`config.mk`:
```
export PLATFORM = sky130hd
export DESIGN_NAME = dma_csr_bank
export DESIGN_NICKNAME = d
export VERILOG_FILES = /design/src/rtl/dma_csr_pkg.sv /design/src/rtl/dma_csr_bus.sv /design/src/rtl/dma_csr_cfg.sv /design/src/rtl/dma_csr_ctrl.sv /design/src/rtl/dma_csr_bank.sv
export SDC_FILE = /design/constraint.sdc
export NUM_CORES = 1
export LEC_CHECK = 0
export BUFFER_PORTS_ARGS = -buffer_cell sky130_fd_sc_hd__buf_2
export CELL_PAD_IN_SITES_DETAIL_PLACEMENT = 0
export CELL_PAD_IN_SITES_GLOBAL_PLACEMENT = 1
export CORE_UTILIZATION = 38
export DETAILED_ROUTE_END_ITERATION = 10
export GPL_ROUTABILITY_DRIVEN = 0
export PLACE_DENSITY = 0.85
export SYNTH_ARGS = -nofsm -noshare
export SYNTH_HDL_FRONTEND = slang
export SYNTH_SLANG_ARGS = --single-unit
```
`constraint.sdc`:
```
create_clock -name clk_i -period 2.7 [get_ports clk_i]
set_input_delay 0.54 -clock clk_i [delete_from_list [all_inputs] [get_ports clk_i]]
set_output_delay 0.54 -clock clk_i [all_outputs]
set_load 0.05 [all_outputs]
```
`src/rtl/dma_csr_pkg.sv`:
```
package dma_csr_pkg;

    localparam int WORD_W   = 32;
    localparam int SLOT_N   = 9;
    localparam int SLOT_CTL = 0;
    localparam int SLOT_STA = 1;
    localparam int SLOT_GAP = 2;
    localparam int CFG_BASE = 3;
    localparam int CFG_N    = 6;

    // config slot order after CFG_BASE: addr lo, addr hi, bytes, next lo, next hi, attr
    localparam int CFG_ALO  = 0;
    localparam int CFG_AHI  = 1;
    localparam int CFG_LEN  = 2;
    localparam int CFG_NLO  = 3;
    localparam int CFG_NHI  = 4;
    localparam int CFG_ATR  = 5;

    localparam int CTL_GO    = 0;
    localparam int CTL_STOP  = 1;
    localparam int CTL_SWP   = 2;
    localparam int STA_DONE  = 2;

    typedef enum logic [1:0] {
        ST_IDLE    = 2'b00,
        ST_BUSY    = 2'b01,
        ST_FAULT   = 2'b10,
        ST_ABORTED = 2'b11
    } eng_state_e;

endpackage

```
`src/rtl/dma_csr_bus.sv`:
```
module dma_csr_bus
    import dma_csr_pkg::*;
#(
    parameter int ADDR_W = 8
) (
    input  logic                           clk_i,
    input  logic                           rst_ni,
    input  logic                           cyc_i,
    input  logic                           stb_i,
    input  logic                           we_i,
    input  logic [ADDR_W-1:0]              adr_i,
    input  logic [WORD_W-1:0]              ctl_rd_i,
    input  logic [WORD_W-1:0]              sta_rd_i,
    input  logic [CFG_N-1:0][WORD_W-1:0]   cfg_rd_i,
    output logic                           ctl_wr_o,
    output logic                           sta_wr_o,
    output logic [CFG_N-1:0]               cfg_wr_o,
    output logic                           ack_o,
    output logic [WORD_W-1:0]              rdat_o
);

    localparam int IDX_W = ADDR_W - 2;

    logic              access;
    logic [IDX_W-1:0]  idx;
    logic              aligned;
    logic              wr_go;
    logic [WORD_W-1:0] rd_sel;

    assign access  = cyc_i && stb_i;
    assign idx     = adr_i[ADDR_W-1:2];
    assign aligned = (adr_i[1:0] == 2'b00);
    assign wr_go   = access && we_i && aligned;

    assign ctl_wr_o = wr_go && (int'(idx) == SLOT_CTL);
    assign sta_wr_o = wr_go && (int'(idx) == SLOT_STA);

    for (genvar g = 0; g < CFG_N; g++) begin : g_cfg_dec
        assign cfg_wr_o[g] = wr_go && (int'(idx) == CFG_BASE + g);
    end

    always_comb begin
        rd_sel = '0;
        if (aligned) begin
            if (int'(idx) == SLOT_CTL) begin
                rd_sel = ctl_rd_i;
            end else if (int'(idx) == SLOT_STA) begin
                rd_sel = sta_rd_i;
            end else begin
                for (int k = 0; k < CFG_N; k++) begin
                    if (int'(idx) == CFG_BASE + k) begin
                        rd_sel = cfg_rd_i[k];
                    end
                end
            end
        end
    end

    always_ff @(posedge clk_i) begin
        if (!rst_ni) begin
            ack_o  <= 1'b0;
            rdat_o <= '0;
        end else begin
            ack_o  <= access;
            rdat_o <= (access && !we_i) ? rd_sel : '0;
        end
    end

    p_ack_follows_r2: assert property (@(posedge clk_i) disable iff (!rst_ni)
        access |=> ack_o);
    p_no_stray_ack_r2: assert property (@(posedge clk_i) disable iff (!rst_ni)
        !access |=> !ack_o);
    p_gap_reads_zero_r2: assert property (@(posedge clk_i) disable iff (!rst_ni)
        (access && !we_i && int'(idx) == SLOT_GAP) |=> (rdat_o == '0));
    p_one_hot_wr_r2: assert property (@(posedge clk_i) disable iff (!rst_ni)
        $onehot0({ctl_wr_o, sta_wr_o, cfg_wr_o}));

endmodule

```
`src/rtl/dma_csr_cfg.sv`:
```
module dma_csr_cfg
    import dma_csr_pkg::*;
#(
    parameter int N = CFG_N,
    parameter int W = WORD_W
) (
    input  logic                 clk_i,
    input  logic                 rst_ni,
    input  logic [N-1:0]         wr_i,
    input  logic [W-1:0]         wdat_i,
    output logic [N-1:0][W-1:0]  q_o
);

    for (genvar g = 0; g < N; g++) begin : g_reg
        always_ff @(posedge clk_i) begin
            if (!rst_ni) begin
                q_o[g] <= '0;
            end else if (wr_i[g]) begin
                q_o[g] <= wdat_i;
            end
        end

        p_takes_write_r3: assert property (@(posedge clk_i) disable iff (!rst_ni)
            wr_i[g] |=> (q_o[g] == $past(wdat_i)));
        p_holds_r3: assert property (@(posedge clk_i) disable iff (!rst_ni)
            !wr_i[g] |=> $stable(q_o[g]));
    end

endmodule

```
`src/rtl/dma_csr_ctrl.sv`:
```
module dma_csr_ctrl
    import dma_csr_pkg::*;
(
    input  logic              clk_i,
    input  logic              rst_ni,
    input  logic              ctl_wr_i,
    input  logic [3:0]        ctl_bits_i,
    input  logic              sta_wr_i,
    input  logic              clr_bit_i,
    input  logic              done_i,
    input  logic              error_i,
    input  logic              aborted_i,
    output logic              start_o,
    output logic              abort_o,
    output logic [1:0]        swap_o,
    output logic              irq_o,
    output logic [WORD_W-1:0] ctl_rd_o,
    output logic [WORD_W-1:0] sta_rd_o
);

    eng_state_e state_q, state_d;
    logic       start_req;
    logic       abort_req;
    logic       finish;
    logic       done_q;

    assign abort_req = ctl_wr_i && ctl_bits_i[CTL_STOP];
    assign start_req = ctl_wr_i && ctl_bits_i[CTL_GO] && !ctl_bits_i[CTL_STOP]
                       && (state_q != ST_BUSY);

    // next state: GO, FINISH, TRIP, CANCEL
    always_comb begin
        state_d = state_q;
        finish  = 1'b0;
        unique case (state_q)
            ST_IDLE, ST_FAULT, ST_ABORTED: begin
                if (start_req) state_d = ST_BUSY;
            end
            ST_BUSY: begin
                if (abort_req || aborted_i) begin
                    state_d = ST_ABORTED;
                end else if (error_i) begin
                    state_d = ST_FAULT;
                end else if (done_i) begin
                    state_d = ST_IDLE;
                    finish  = 1'b1;
                end
            end
        endcase
    end

    always_ff @(posedge clk_i) begin
        if (!rst_ni) state_q <= ST_IDLE;
        else         state_q <= state_d;
    end

    always_ff @(posedge clk_i) begin
        if (!rst_ni) begin
            start_o <= 1'b0;
            abort_o <= 1'b0;
            swap_o  <= 2'b00;
            done_q  <= 1'b0;
        end else begin
            start_o <= start_req;
            abort_o <= abort_req;
            if (ctl_wr_i) swap_o <= ctl_bits_i[CTL_SWP+1:CTL_SWP];
            if (finish) begin
                done_q <= 1'b1;
            end else if (sta_wr_i && clr_bit_i) begin
                done_q <= 1'b0;
            end
        end
    end

    assign irq_o    = done_q;
    assign ctl_rd_o = {{(WORD_W-4){1'b0}}, swap_o, 2'b00};
    assign sta_rd_o = {{(WORD_W-3){1'b0}}, done_q, state_q};

    p_start_single_r4: assert property (@(posedge clk_i) disable iff (!rst_ni)
        start_o |=> !start_o);
    p_go_enters_busy_r4: assert property (@(posedge clk_i) disable iff (!rst_ni)
        $rose(start_o) |-> (state_q == ST_BUSY));
    p_abort_cancels_r5: assert property (@(posedge clk_i) disable iff (!rst_ni)
        (state_q == ST_BUSY && abort_req) |=> (state_q == ST_ABORTED));
    p_abort_beats_start_r5: assert property (@(posedge clk_i) disable iff (!rst_ni)
        abort_o |-> !start_o);
    p_irq_rise_r7: assert property (@(posedge clk_i) disable iff (!rst_ni)
        $rose(irq_o) |-> ($past(done_i) && $past(state_q) == ST_BUSY));
    p_clear_r8: assert property (@(posedge clk_i) disable iff (!rst_ni)
        (sta_wr_i && clr_bit_i && state_q != ST_BUSY) |=> !irq_o);
    p_no_busy_restart_r10: assert property (@(posedge clk_i) disable iff (!rst_ni)
        (state_q == ST_BUSY) |=> !start_o);

endmodule

```
`src/rtl/dma_csr_bank.sv`:
```
module dma_csr_bank
    import dma_csr_pkg::*;
#(
    parameter int ADDR_W = 8
) (
    input  logic              clk_i,
    input  logic              rst_ni,
    input  logic              bus_cyc_i,
    input  logic              bus_stb_i,
    input  logic              bus_we_i,
    input  logic [ADDR_W-1:0] bus_adr_i,
    input  logic [31:0]       bus_dat_i,
    output logic              bus_ack_o,
    output logic [31:0]       bus_dat_o,
    output logic              eng_start_o,
    output logic              eng_abort_o,
    output logic [1:0]        eng_swap_o,
    input  logic              eng_done_i,
    input  logic              eng_error_i,
    input  logic              eng_aborted_i,
    output logic [63:0]       host_addr_o,
    output logic [31:0]       xfer_bytes_o,
    output logic [63:0]       next_desc_o,
    output logic [31:0]       xfer_attr_o,
    output logic              irq_o
);

    logic                         ctl_wr;
    logic                         sta_wr;
    logic [CFG_N-1:0]             cfg_wr;
    logic [WORD_W-1:0]            ctl_rd;
    logic [WORD_W-1:0]            sta_rd;
    logic [CFG_N-1:0][WORD_W-1:0] cfg_q;

    dma_csr_bus #(.ADDR_W(ADDR_W)) bus_i (
        .clk_i    (clk_i),
        .rst_ni   (rst_ni),
        .cyc_i    (bus_cyc_i),
        .stb_i    (bus_stb_i),
        .we_i     (bus_we_i),
        .adr_i    (bus_adr_i),
        .ctl_rd_i (ctl_rd),
        .sta_rd_i (sta_rd),
        .cfg_rd_i (cfg_q),
        .ctl_wr_o (ctl_wr),
        .sta_wr_o (sta_wr),
        .cfg_wr_o (cfg_wr),
        .ack_o    (bus_ack_o),
        .rdat_o   (bus_dat_o)
    );

    dma_csr_cfg #(.N(CFG_N), .W(WORD_W)) cfg_i (
        .clk_i  (clk_i),
        .rst_ni (rst_ni),
        .wr_i   (cfg_wr),
        .wdat_i (bus_dat_i),
        .q_o    (cfg_q)
    );

    dma_csr_ctrl ctrl_i (
        .clk_i      (clk_i),
        .rst_ni     (rst_ni),
        .ctl_wr_i   (ctl_wr),
        .ctl_bits_i (bus_dat_i[3:0]),
        .sta_wr_i   (sta_wr),
        .clr_bit_i  (bus_dat_i[STA_DONE]),
        .done_i     (eng_done_i),
        .error_i    (eng_error_i),
        .aborted_i  (eng_aborted_i),
        .start_o    (eng_start_o),
        .abort_o    (eng_abort_o),
        .swap_o     (eng_swap_o),
        .irq_o      (irq_o),
        .ctl_rd_o   (ctl_rd),
        .sta_rd_o   (sta_rd)
    );

    assign host_addr_o  = {cfg_q[CFG_AHI], cfg_q[CFG_ALO]};
    assign xfer_bytes_o = cfg_q[CFG_LEN];
    assign next_desc_o  = {cfg_q[CFG_NHI], cfg_q[CFG_NLO]};
    assign xfer_attr_o  = cfg_q[CFG_ATR];

endmodule

```
Word-level counts from Yosys, hierarchy flattened
Index checks and enable logic that the tools add are counted.
{"block": "word_totals", "reg_bits": 232, "word_cells": 79, "output_inout_bits": 230, "input_bits": 48}
{"block": "op_classes", "muxes": 19, "n_reduce_logical": 29, "eq_ne": 13, "bitwise_logic": 3}
{"op": "32-bit 2-to-1 mux", "count": 6}
{"op": "6-bit by 4-bit == test with 1-bit output, second input constant", "count": 4}
{"op": "1-bit logical AND", "count": 17}
{"op": "2-bit 2-to-1 mux", "count": 4}
{"op": "4-bit 2-to-1 mux", "count": 2}
{"op": "6-bit by 2-bit == test with 1-bit output, second input constant", "count": 1}
{"op": "6-bit by 3-bit == test with 1-bit output, second input constant", "count": 1}
{"op": "6-bit by 5-bit == test with 1-bit output, second input constant", "count": 1}
{"op": "6-bit zero test", "count": 1}
{"op": "1-bit 2-to-1 mux", "count": 6}
{"op": "5-bit OR reduction", "count": 1}
{"op": "2-bit == test, second input constant", "count": 2}
{"op": "2-bit zero test", "count": 2}
{"op": "2-bit by 1-bit inequality test with 1-bit output, second input constant", "count": 2}
{"op": "4-bit by 3-bit inequality test with 1-bit output, second input constant", "count": 1}
{"op": "2-bit case mux with 2 select lines", "count": 1}
{"op": "4-bit OR reduction", "count": 1}
{"op": "1-bit NOT", "count": 3}
{"op": "3-bit AND reduction", "count": 1}
{"op": "3-bit OR reduction", "count": 1}
{"op": "2-bit by 1-bit == test with 1-bit output, second input constant", "count": 1}
{"op": "1-bit zero test", "count": 2}
{"op": "2-bit AND reduction", "count": 1}
{"op": "2-bit nonzero test", "count": 1}
{"op": "1-bit logical OR", "count": 1}

Longest topological paths before layout
Gate-level depths: netlist of the first run.
{"block": "depth", "depth_word": 9, "ltp_mapped": 9, "mapped_depth_nobuf": 5}

By module
From an unflattened synthesis of the first run, not the netlist that was laid out.
{"block": "unflattened", "cells_unflattened": 1205, "hier_area_um2": 11596.1}
{"module": "dma_csr_cfg", "area_each_um2": 7498.4, "n_inst": 1, "seq_area_each_um2": 3843.7, "cells_each": 621}
{"module": "dma_csr_bus", "area_each_um2": 3357.0, "n_inst": 1, "seq_area_each_um2": 660.6, "cells_each": 494}
{"module": "dma_csr_ctrl", "area_each_um2": 740.7, "n_inst": 1, "seq_area_each_um2": 140.1, "cells_each": 90}

Worst setup path after synthesis of the first run
No wires, ideal clock.
{"block": "synth_path", "kind": "input to register", "startpoint": "in bus_adr_i[7]", "endpoint": "reg bus_i.rdat_o[2]", "setup_ns": 0.074, "slack_ns": 0.564, "path_stages": 6, "n_path_buf": 1, "t_arrival_ns": 2.062, "cell_sequence": "or4_1 > buf_2 > nor2_4 > a221oi_1 > or4_1 > a31oi_1"}
{"block": "synth_between", "elab_chain_cells": 9, "word_cells_on_any_way": 16}
{"item": "start: declaration", "line_no": "dma_csr_bank.sv:11", "source": "input logic [ADDR_W-1:0] bus_adr_i,"}
{"item": "6-bit by 3-bit == test with 1-bit output", "line_no": "dma_csr_bus.sv:51", "source": "if (int'(idx) == CFG_BASE + k) begin"}
{"item": "32-bit 2-to-1 mux (6 in series)", "line_no": "dma_csr_bus.sv:51"}
{"item": "4-bit 2-to-1 mux", "line_no": "dma_csr_bus.sv:47", "source": "end else if (int'(idx) == SLOT_STA) begin"}
{"item": "4-bit 2-to-1 mux (*)", "line_no": "dma_csr_bus.sv:45", "source": "if (int'(idx) == SLOT_CTL) begin"}
{"item": "end signal: assignment", "line_no": "dma_csr_bus.sv:65", "source": "rdat_o <= (access && !we_i) ? rd_sel : '0;"}
{"item": "end: declaration", "line_no": "dma_csr_bus.sv:19", "source": "output logic [WORD_W-1:0] rdat_o"}
Every way passes the cells marked *; elsewhere a longest branch is shown, timed or not.
A chain may end at the register's enable or synchronous reset.

Worst setup path in the final report of the first run
{"block": "layout_path", "startpoint": "in bus_adr_i[1]", "endpoint": "reg bus_i.rdat_o[25]"}
{"block": "layout_between", "elab_chain_cells": 3}
{"item": "2-bit zero test", "line_no": "dma_csr_bus.sv:32", "source": "assign aligned = (adr_i[1:0] == 2'b00);"}
{"item": "1-bit NOT (no line)"}
{"item": "5-bit OR reduction (no line)"}
Every way passes these cells.

==> flow_metrics.env, run 1 <==
export IMPL_synthArstFlopShare_pct=0
export IMPL_drt_first_pass_iters=5
export IMPL_final_setup_skew_ps=5.70
export IMPL_fmax_mhz=453
export IMPL_first_global_vias=9121
export IMPL_cp_cell_sequence="buf_2, nor2_1, and3b_1, nor3b_4, o21ai_0, a21oi_1"
export IMPL_end_of_flow_core_utilization_pct=49.7
export IMPL_count_of_final_max_slew_check_failures=0
export IMPL_reg2reg_to="bus_i.rdat_o[2]"
export IMPL_cts_resized=0
export IMPL_pin_count_of_the_biggest_net_entering_global_routing=106
export IMPL_path_class="input pin to flop"
export IMPL_outcome="completed"
export IMPL_max_slew_margin_pct=12.2
export IMPL_detail_route_wl_per_cell_um=19.7
export IMPL_post_synth_top_area_fraction_pct=47.6
export IMPL_finish_net_count=1504
export IMPL_peakVddDrop_mv=0.386
export IMPL_timing_rr_start="cfg_i.q_o[2]"
export IMPL_regToRegSetupSlack_ps=1390
export IMPL_timing_critical_path_slowest_cell_delay_ps=1100
export IMPL_cp_data_arrival_time_ps=2660
export IMPL_worst_setup_path_start_kind="input pin"
export IMPL_placement_rows=58
export IMPL_worst_path_max_fanout=28
export IMPL_detailedPlacementHpwl_mm=24.1
export IMPL_drv_max_cap_violation_count=0
export IMPL_cts_tree="done"
export IMPL_post_synth_main_area_contributors="sky130_fd_sc_hd__dfxtp_1 (48%), sky130_fd_sc_hd__nand2_1 (15%), sky130_fd_sc_hd__a21boi_0 (11%)"
export IMPL_cts_htree_levels=1
export IMPL_postRouteAntennaNets=0
export IMPL_synth_seq_cells=232
export IMPL_detail_route_vias_per_cell=5.33
export IMPL_filler_cell_count=2440
export IMPL_seq_area_frac_synth_pct=47.6
export IMPL_hp_start="rst_ni"
export IMPL_synth_cell_types=50
export IMPL_grt_util_all_layers_pct=26.3
export IMPL_timing_hold_worst_path_depth=2
export IMPL_die_height_um=162
export IMPL_dieArea_sq_um=26300
export IMPL_pin_count=278
export IMPL_cts_buffers=27
export IMPL_yosysTopAreaCell="sky130_fd_sc_hd__dfxtp_1"
export IMPL_worstMarginPinSlew_ps=1320
export IMPL_cts_buffer_depth=3
export IMPL_routed_wl_mm=35.5
export IMPL_starting_utilization_of_the_core_area_pct=38.8
export IMPL_synthesis_area_per_instance_sq_um=8.16
export IMPL_power_density_nw_per_um2=568
export IMPL_syn_area_sq_um=9760
export IMPL_hold_path_class="input pin to flop"
export IMPL_detailroute_via_count=9608
export IMPL_first_pass_grt_wire_length_mm=53.3
export IMPL_post_cts_buffers=0
export IMPL_grt_antenna_before_repair=1
export IMPL_post_synth_edffs=0
export IMPL_end_kind="flop"
export IMPL_clk_insertion_delay_late_ps=530
export IMPL_timing_hold_worst_endpoint="bus_i.ack_o"
export IMPL_worstRegToRegCells=3
export IMPL_die_x_um=162
export IMPL_area_growth_synth_to_final_pct=28.2
export IMPL_rsz_0062_raised_after_global_routing="no"
export IMPL_synthesis_yosys_warnings=0
export IMPL_core_area_sq_um=25200
export IMPL_final_hold_violation_count=0
export IMPL_syn_nets=1244
export IMPL_power_leakage_nw=4.92
export IMPL_drive_gt1_share_pct=26.4
export IMPL_finalWorstPathRequiredPeriod_ps=2210
export IMPL_worst_setup_hold_path_clk_slew_ps=60
export IMPL_crit_required_ps=3160
export IMPL_number_of_instances_in_the_synthesized_netlist=1196
export IMPL_post_route_drc=0
export IMPL_report_final_setup_viol=0
export IMPL_congestion_overflow_gr=0
export IMPL_root_buffer="sky130_fd_sc_hd__clkbuf_16"
export IMPL_number_of_violations_reported_at_the_end_of_detailed_routing_iteration_0=651
export IMPL_layout_worst_path_cycle_share_pct=81.7
export IMPL_dpl_cell_count=1757
export IMPL_crit_slowest_cell="sky130_fd_sc_hd__nor3b_4"
export IMPL_post_layout_nonfiller_instances=1802
export IMPL_clkSinkCount=232
export IMPL_dominantRegCellSynth="sky130_fd_sc_hd__dfxtp_1"
export IMPL_port_buffers=277
export IMPL_cts_hold_repair_buffers=0
## worst max path at each step
stage / startpoint / to / slack, ps
2_1_floorplan: bus_adr_i[7] / bus_i.rdat_o[2] / 560
3_3_place_gp: bus_cyc_i / bus_i.rdat_o[14] / 0.8
3_5_place_dp: bus_cyc_i / bus_i.rdat_o[25] / -60
4_1_cts: bus_adr_i[1] / bus_i.rdat_o[25] / 480
5_1_grt: bus_cyc_i / bus_i.rdat_o[30] / 280
6_report: bus_adr_i[1] / bus_i.rdat_o[25] / 490
## cell type report
type	instances	area, sq um	share of cell area, %
multi-input cells	867	4800	38.4
clock buffers	39	761	6.08
repair buffers	327	1830	14.6
diodes	1	2.50	0.0200
well taps	330	413	3.30
flip-flops and latches	232	4640	37.1
inverters	1	3.75	0.0300
clock inverters	5	57.6	0.460
## report_power, final
part,internal [W],switching (W)
clock network,0.00203,0.00139
registers,0.00343,0.00000122
logic,0.0000986,0.000164
total,0.00555,0.00155
## cells in the mapped netlist, types with 3 or more instances
cell type                  count
sky130_fd_sc_hd__a21boi_0    140
sky130_fd_sc_hd__and3_1        3
sky130_fd_sc_hd__nand2b_1     31
sky130_fd_sc_hd__a21oi_1      87
sky130_fd_sc_hd__o21ai_0      29
sky130_fd_sc_hd__mux2_2        3
sky130_fd_sc_hd__buf_4         3
sky130_fd_sc_hd__dfxtp_1     232
sky130_fd_sc_hd__a22o_1       28
sky130_fd_sc_hd__a22oi_1      30
sky130_fd_sc_hd__clkbuf_1     73
sky130_fd_sc_hd__a221oi_1      4
sky130_fd_sc_hd__nor3_1        3
sky130_fd_sc_hd__buf_2        19
sky130_fd_sc_hd__nor3_2        3
sky130_fd_sc_hd__nor2_1        8
sky130_fd_sc_hd__nand3_1       5
sky130_fd_sc_hd__nand2_1     401
sky130_fd_sc_hd__a21boi_1     54
## state kept, by name, indices dropped and copies added (netlist names)
name,cells
ctrl_i.start_o,1
bus_i.ack_o,1
cfg_i.q_o,192
ctrl_i.swap_o,2
bus_i.rdat_o,32
ctrl_i.state_q,2
ctrl_i.abort_o,1
ctrl_i.irq_o,1
## cells in the final DEF (no fill, tap or decap), drive strengths merged, types with 3 or more instances in the layout
cell type	synthesis	layout
nand2	402	402
buf	23	327
dfxtp	232	232
a21boi	194	194
a21oi	87	87
clkbuf	73	39
nand2b	31	31
a22oi	30	30
o21ai	29	29
a22o	28	28
nor2	11	11
nor3	7	7
nand3	5	5
a221oi	4	4
and3	3	3
mux2	3	3
clkinv	0	3
## worst max-delay path, delay by kind of cell
| kind | cells | cell delay, ps |
|---|---|---|
| compound gates | 2 | 450 |
| simple gates | 3 | 1580 |
| buf+inv | 1 | 90 |
## per-stage QoR
| step | area [sq um] | power [W] | setup TNS (ps) | hold WS, ps | setup slack, ps |
|---|---|---|---|---|---|
| floorplan | 9760 | 0.00363 | 0 | 485 | 564 |
| global placement | 11700 | 0.00376 | 0 | 451 | 0.763 |
| detailed placement | 11700 | 0.00376 | -205 | 458 | -56.8 |
| CTS | 12500 | 0.00716 | 0 | 278 | 479 |
| global route | 12500 | 0.00731 | 0 | 291 | 276 |
| finish | 12500 | 0.00711 | 0 | 291 | 494 |
## logic make-up after synthesis
logic type,synth area share (%)
mux,0.346
simple gates,20.8
flops,47.6
buf+inv,4.09
compound gates,27.1
## routing by layer
layer  track usage, %  share of wire, %  vias up
met2             43.6                47      392
met5                0                 0        -
li1                 -                 -     4582
met4             8.92               2.6        0
met1             33.7                43     4571
met3             5.77               7.9       63
No activity file was read; power rests on OpenSTA's default activity.
==> inputs of run 2 (changes only) <==
Settings changed: CORE_UTILIZATION 38 to 34, PLACE_DENSITY 0.85 to 0.81.
Clock period 2.7 ns to 1.81 ns, I/O delays scaled along.
==> run 2 against run 1 <==
Compared with the run above: combinational power grew 66%; cell area grew 5.0%; wire length grew 7.6%.
==> flow_metrics.env, run 2 (synthesis results as in run 1) <==
export IMPL_max_reg_flops=192
export IMPL_hold_path_class="input pin to flop"
export IMPL_area_growth_synth_to_final_pct=34.6
export IMPL_end_of_flow_core_utilization_pct=46.9
export IMPL_detail_route_vias_per_cell=5.26
export IMPL_grt_util_all_layers_pct=25.5
export IMPL_cp_data_arrival_time_ps=2070
export IMPL_cts_htree_levels=1
export IMPL_drt_first_pass_iters=6
export IMPL_detailedPlacementHpwl_mm=26.1
export IMPL_first_pass_grt_wire_length_mm=56.9
export IMPL_peakVddDrop_mv=0.688
export IMPL_final_hold_violation_count=0
export IMPL_fmax_mhz=614
export IMPL_postRouteAntennaNets=0
export IMPL_routed_wl_mm=38.2
export IMPL_layout_common_cells="sky130_fd_sc_hd__nand2_1 (397), sky130_fd_sc_hd__buf_2 (276), sky130_fd_sc_hd__dfxtp_1 (232)"
export IMPL_pin_count_of_the_biggest_net_entering_global_routing=202
export IMPL_biggestRegsByFlops="cfg_i.q_o x192, bus_i.rdat_o x32"
export IMPL_path_class="input pin to flop"
export IMPL_cts_hold_repair_buffers=0
export IMPL_layout_commonest_cell="sky130_fd_sc_hd__nand2_1"
export IMPL_report_final_setup_viol=0
export IMPL_power_density_nw_per_um2=835
export IMPL_post_cts_buffers=0
export IMPL_layout_worst_path_cycle_share_pct=90.0
export IMPL_detailedPlace_worstSlack_ps=-345
export IMPL_final_setup_worst_slack_ps=181
export IMPL_finalPower_w=0.0110
export IMPL_finish_net_count=1536
export IMPL_detailroute_via_count=9885
export IMPL_worst_setup_hold_path_clk_slew_ps=60
export IMPL_clk_insertion_delay_late_ps=530
export IMPL_dieArea_sq_um=29400
export IMPL_max_slew_margin_pct=38.3
export IMPL_pin_count=278
export IMPL_worst_path_max_fanout=13
export IMPL_congestion_overflow_gr=0
export IMPL_die_height_um=171
export IMPL_clkSinkCount=232
export IMPL_first_global_vias=9445
export IMPL_worst_setup_path_startpoint="bus_adr_i[7]"
export IMPL_outcome="completed"
export IMPL_die_x_um=171
export IMPL_placement_rows=61
export IMPL_number_of_violations_reported_at_the_end_of_detailed_routing_iteration_0=800
export IMPL_drive_gt1_share_pct=28.3
export IMPL_root_buffer="sky130_fd_sc_hd__clkbuf_16"
export IMPL_drv_max_cap_violation_count=0
export IMPL_count_of_final_max_slew_check_failures=0
export IMPL_grt_antenna_before_repair=0
export IMPL_end_kind="flop"
export IMPL_cts_tree="done"
export IMPL_final_setup_skew_ps=9.44
export IMPL_largest_register="cfg_i.q_o"
export IMPL_starting_utilization_of_the_core_area_pct=34.8
export IMPL_cts_resized=0
export IMPL_hp_start="eng_done_i"
export IMPL_crit_required_ps=2250
export IMPL_cts_buffer_depth=3
export IMPL_post_route_drc=0
export IMPL_port_buffers=277
export IMPL_cts_buffers=26
export IMPL_worst_setup_path_start_kind="input pin"
export IMPL_worstMarginPinSlew_ps=926
export IMPL_antennaDiodeCount=0
export IMPL_rsz_0062_raised_after_global_routing="no"
export IMPL_regToRegSetupSlack_ps=620
export IMPL_core_area_sq_um=28000
export IMPL_finalWorstPathRequiredPeriod_ps=1630
export IMPL_timing_rr_start="cfg_i.q_o[2]"
export IMPL_power_leakage_nw=5.19
export IMPL_detail_route_wl_per_cell_um=20.3
## run 2: cell types whose count changed in the layout (fill, tap and decap cells not counted), sizes merged
cell      change
buf          +33
clkbuf        -4
bufinv        +2
clkinvlp      +2
diode         -1
inv           -1
## run 2: power by group
part | internal [W] | total (W) | leakage [nW] | switching [W]
sequential | 0.00511 | 0.00511 | 1.87 | 0.00000174
clock | 0.00328 | 0.00542 | 0.421 | 0.00214
combinational | 0.000177 | 0.000436 | 2.90 | 0.000259
total | 0.00857 | 0.0110 | 5.19 | 0.00240
## run 2: through the flow
stage | std cells | hold slack [ps] | area, sq um | TNS [ps]
6_report | 1881 | 118 | 13100 | 0
5_1_grt | 1881 | 109 | 13100 | 0
2_1_floorplan | 1196 | 485 | 9830 | -1720
3_3_place_gp | 1838 | 450 | 12300 | -37690
3_5_place_dp | 1838 | 457 | 12300 | -42540
4_1_cts | 1881 | 94.1 | 13100 | 0
## run 2: worst paths after layout
check                         end  cells past startpoint
setup / recovery   cfg_i.q_o[127]                      7
hold / removal       ctrl_i.irq_o                      3
setup reg to reg  bus_i.rdat_o[2]                      3
hold reg to reg    cfg_i.q_o[174]                      2
## run 2: layout make-up
class                      instances  area, sq um
inverter                           1         3.75
sequential                       232         4640
clock buffer                      35          746
multi-input combinational        867         4810
tap                              378          473
timing repair buffer             360         2340
clock inverter                     8          120
fill                            2742        14900
## run 2: worst max-delay path: stages
cell                       delay [ps]
sky130_fd_sc_hd__buf_2            130
sky130_fd_sc_hd__or3b_2           550
sky130_fd_sc_hd__or3_1            390
sky130_fd_sc_hd__nor2_4           220
sky130_fd_sc_hd__buf_12           180
sky130_fd_sc_hd__nand2_1           60
sky130_fd_sc_hd__a21boi_0         160
## run 2: metal layers
layer  routed length, um  GRT usage [%]  up-vias  share of wire (%)
li1                    -              -     4638                  -
met1               15900           31.5     4751                 42
met2               18300           44.1      422                 48
met3                2910           5.48       74                7.6
met4                1060           7.30        0                2.8
met5                   0              0        -                  0
==> inputs of run 3 (changes only) <==
Settings changed: CORE_UTILIZATION 34 to 30, PLACE_DENSITY 0.81 to 0.73.
==> run 3 against run 2 <==
Compared with the run above: non-clock buffer count fell by 9; sequential power is essentially flat; total power up 1.7%; sequential cell count unchanged; register-to-register slack got worse by 50 ps; cell count increased by 2.8%; utilization is 5.0 points lower; fmax about the same; first-iteration DRC count is 28% lower; cell area rose by 1.5%; combinational power about the same; largest power group unchanged; highest routed layer unchanged.
==> flow_metrics.env, run 3 (synthesis results as in run 1) <==
export IMPL_detailedPlacementHpwl_mm=26.3
export IMPL_pin_count=278
export IMPL_crit_slowest_cell="sky130_fd_sc_hd__dfxtp_1"
export IMPL_timing_critical_path_slowest_cell_delay_ps=430
export IMPL_detailroute_via_count=9700
export IMPL_post_route_drc=0
export IMPL_dpl_cell_count=1886
export IMPL_largest_register="cfg_i.q_o"
export IMPL_crit_required_ps=1450
export IMPL_rsz_0062_raised_after_global_routing="no"
export IMPL_peakVddDrop_mv=0.580
export IMPL_port_buffers=277
export IMPL_power_density_nw_per_um2=836
export IMPL_die_x_um=182
export IMPL_cts_buffers=26
export IMPL_detail_route_wl_per_cell_um=20.2
export IMPL_comb_power_share_pct=3.9
export IMPL_detailedPlace_worstSlack_ps=-324
export IMPL_biggestRegsByFlops="cfg_i.q_o x192, bus_i.rdat_o x32"
export IMPL_final_setup_worst_slack_ps=183
export IMPL_fmax_mhz=614
export IMPL_grt_util_all_layers_pct=23.0
export IMPL_cts_hold_repair_buffers=0
export IMPL_worstRegToRegCells=3
export IMPL_layout_common_cells="sky130_fd_sc_hd__nand2_1 (395), sky130_fd_sc_hd__buf_2 (276), sky130_fd_sc_hd__dfxtp_1 (232)"
export IMPL_power_leakage_nw=5.25
export IMPL_core_area_sq_um=31800
export IMPL_worst_path_max_fanout=3
export IMPL_finish_instance_area_sq_um=13300
export IMPL_placement_rows=65
export IMPL_setup_total_negative_slack_ps=0
export IMPL_cts_htree_levels=1
export IMPL_starting_utilization_of_the_core_area_pct=30.7
export IMPL_internal_power_w=0.00873
export IMPL_cp_cell_sequence="buf_2"
export IMPL_first_pass_grt_wire_length_mm=58.3
export IMPL_number_of_violations_reported_at_the_end_of_detailed_routing_iteration_0=573
export IMPL_p_seq_share_pct=45.8
export IMPL_finalWorstPathRequiredPeriod_ps=1630
export IMPL_timing_rr_start="cfg_i.q_o[2]"
export IMPL_outcome="completed"
export IMPL_max_slew_margin_pct=48.3
export IMPL_cts_tree="done"
export IMPL_cts_buffer_depth=3
export IMPL_placement_cell_area_sq_um=12400
export IMPL_path_delay_family="flip-flops"
export IMPL_timing_hold_worst_path_depth=3
export IMPL_worst_setup_hold_path_clk_slew_ps=60
export IMPL_root_buffer="sky130_fd_sc_hd__clkbuf_16"
export IMPL_detail_route_vias_per_cell=5.02
export IMPL_congestion_overflow_gr=0
export IMPL_power_share_clock_pct=50.3
export IMPL_die_height_um=182
export IMPL_worstMarginPinSlew_ps=775
export IMPL_post_cts_buffers=0
export IMPL_timing_hold_worst_endpoint="ctrl_i.irq_o"
export IMPL_end_kind="output port"
export IMPL_cp_data_arrival_time_ps=1270
export IMPL_finalPower_w=0.0112
export IMPL_regToRegSetupSlack_ps=570
export IMPL_dieArea_sq_um=33300
export IMPL_report_final_setup_viol=0
export IMPL_clkSinkCount=232
export IMPL_area_growth_synth_to_final_pct=36.7
export IMPL_path_class="flop to output port"
export IMPL_hold_path_class="input pin to flop"
export IMPL_pin_count_of_the_biggest_net_entering_global_routing=202
export IMPL_reg2reg_to="bus_i.rdat_o[2]"
export IMPL_final_hold_violation_count=0
export IMPL_drv_max_cap_violation_count=0
export IMPL_postRouteAntennaNets=0
export IMPL_routed_wl_mm=39.0
export IMPL_count_of_final_max_slew_check_failures=0
export IMPL_hp_start="eng_done_i"
export IMPL_max_reg_flops=192
export IMPL_worst_setup_path_start_kind="flop"
export IMPL_grt_antenna_before_repair=0
export IMPL_final_setup_skew_ps=9.09
export IMPL_power_share_switching_pct=21.7
export IMPL_post_layout_nonfiller_instances=1934
export IMPL_power_switching_w=0.00242
export IMPL_critical_path_n_buffers_inverters=1
export IMPL_first_global_vias=9567
export IMPL_drive_gt1_share_pct=28.4
export IMPL_cts_resized=0
export IMPL_finish_net_count=1527
export IMPL_filler_cell_count=3262
export IMPL_drt_first_pass_iters=7
export IMPL_layout_commonest_cell="sky130_fd_sc_hd__nand2_1"
export IMPL_clk_insertion_delay_late_ps=530
export IMPL_layout_worst_path_cycle_share_pct=89.9
-- run 3: how the worst max path moves through the flow --
stage	startpoint	to	slack (ps)	cells past startpoint
CTS	cfg_i.q_o[66]	xfer_bytes_o[2]	180	1
global placement	bus_adr_i[7]	bus_i.rdat_o[16]	-340	9
detailed placement	bus_adr_i[7]	cfg_i.q_o[21]	-320	9
floorplan	bus_adr_i[7]	bus_i.rdat_o[2]	-100	6
global route	bus_adr_i[7]	cfg_i.q_o[21]	80	9
finish	cfg_i.q_o[66]	xfer_bytes_o[2]	180	1
-- run 3: layout make-up --
class	instances	area, sq um	share of cell area, %
multi-input combinational	867	4820	36.1
antenna	1	2.50	0.0188
timing repair buffer	351	2390	18.0
sequential	232	4640	34.8
clock inverter	4	45.0	0.338
tap	435	544	4.08
clock buffer	43	886	6.64
inverter	1	3.75	0.0281
-- run 3: stage by stage --
step	utilization, %	hold slack (ps)
floorplan	-	485
global placement	39.0	449
detailed placement	39.0	457
CTS	41.9	87.6
global route	41.9	115
finish	42.0	105
-- run 3: metal layers --
| layer | wire length, um | track usage, % | up-vias |
|---|---|---|---|
| li1 | - | - | 4625 |
| met1 | 16400 | 28.7 | 4634 |
| met2 | 18700 | 39.9 | 383 |
| met3 | 2960 | 5.01 | 58 |
| met4 | 922 | 6.35 | 0 |
| met5 | 0 | 0 | - |
-- run 3: power groups by stage --
stage / clock network (W) / logic, W / registers [W]
3_5_place_dp: 0 / 0.000438 / 0.00522
2_1_floorplan: 0 / 0.000192 / 0.00523
4_1_cts: 0.00569 / 0.000438 / 0.00511
5_1_grt: 0.00590 / 0.000465 / 0.00511
6_report: 0.00561 / 0.000439 / 0.00511
3_3_place_gp: 0 / 0.000436 / 0.00522
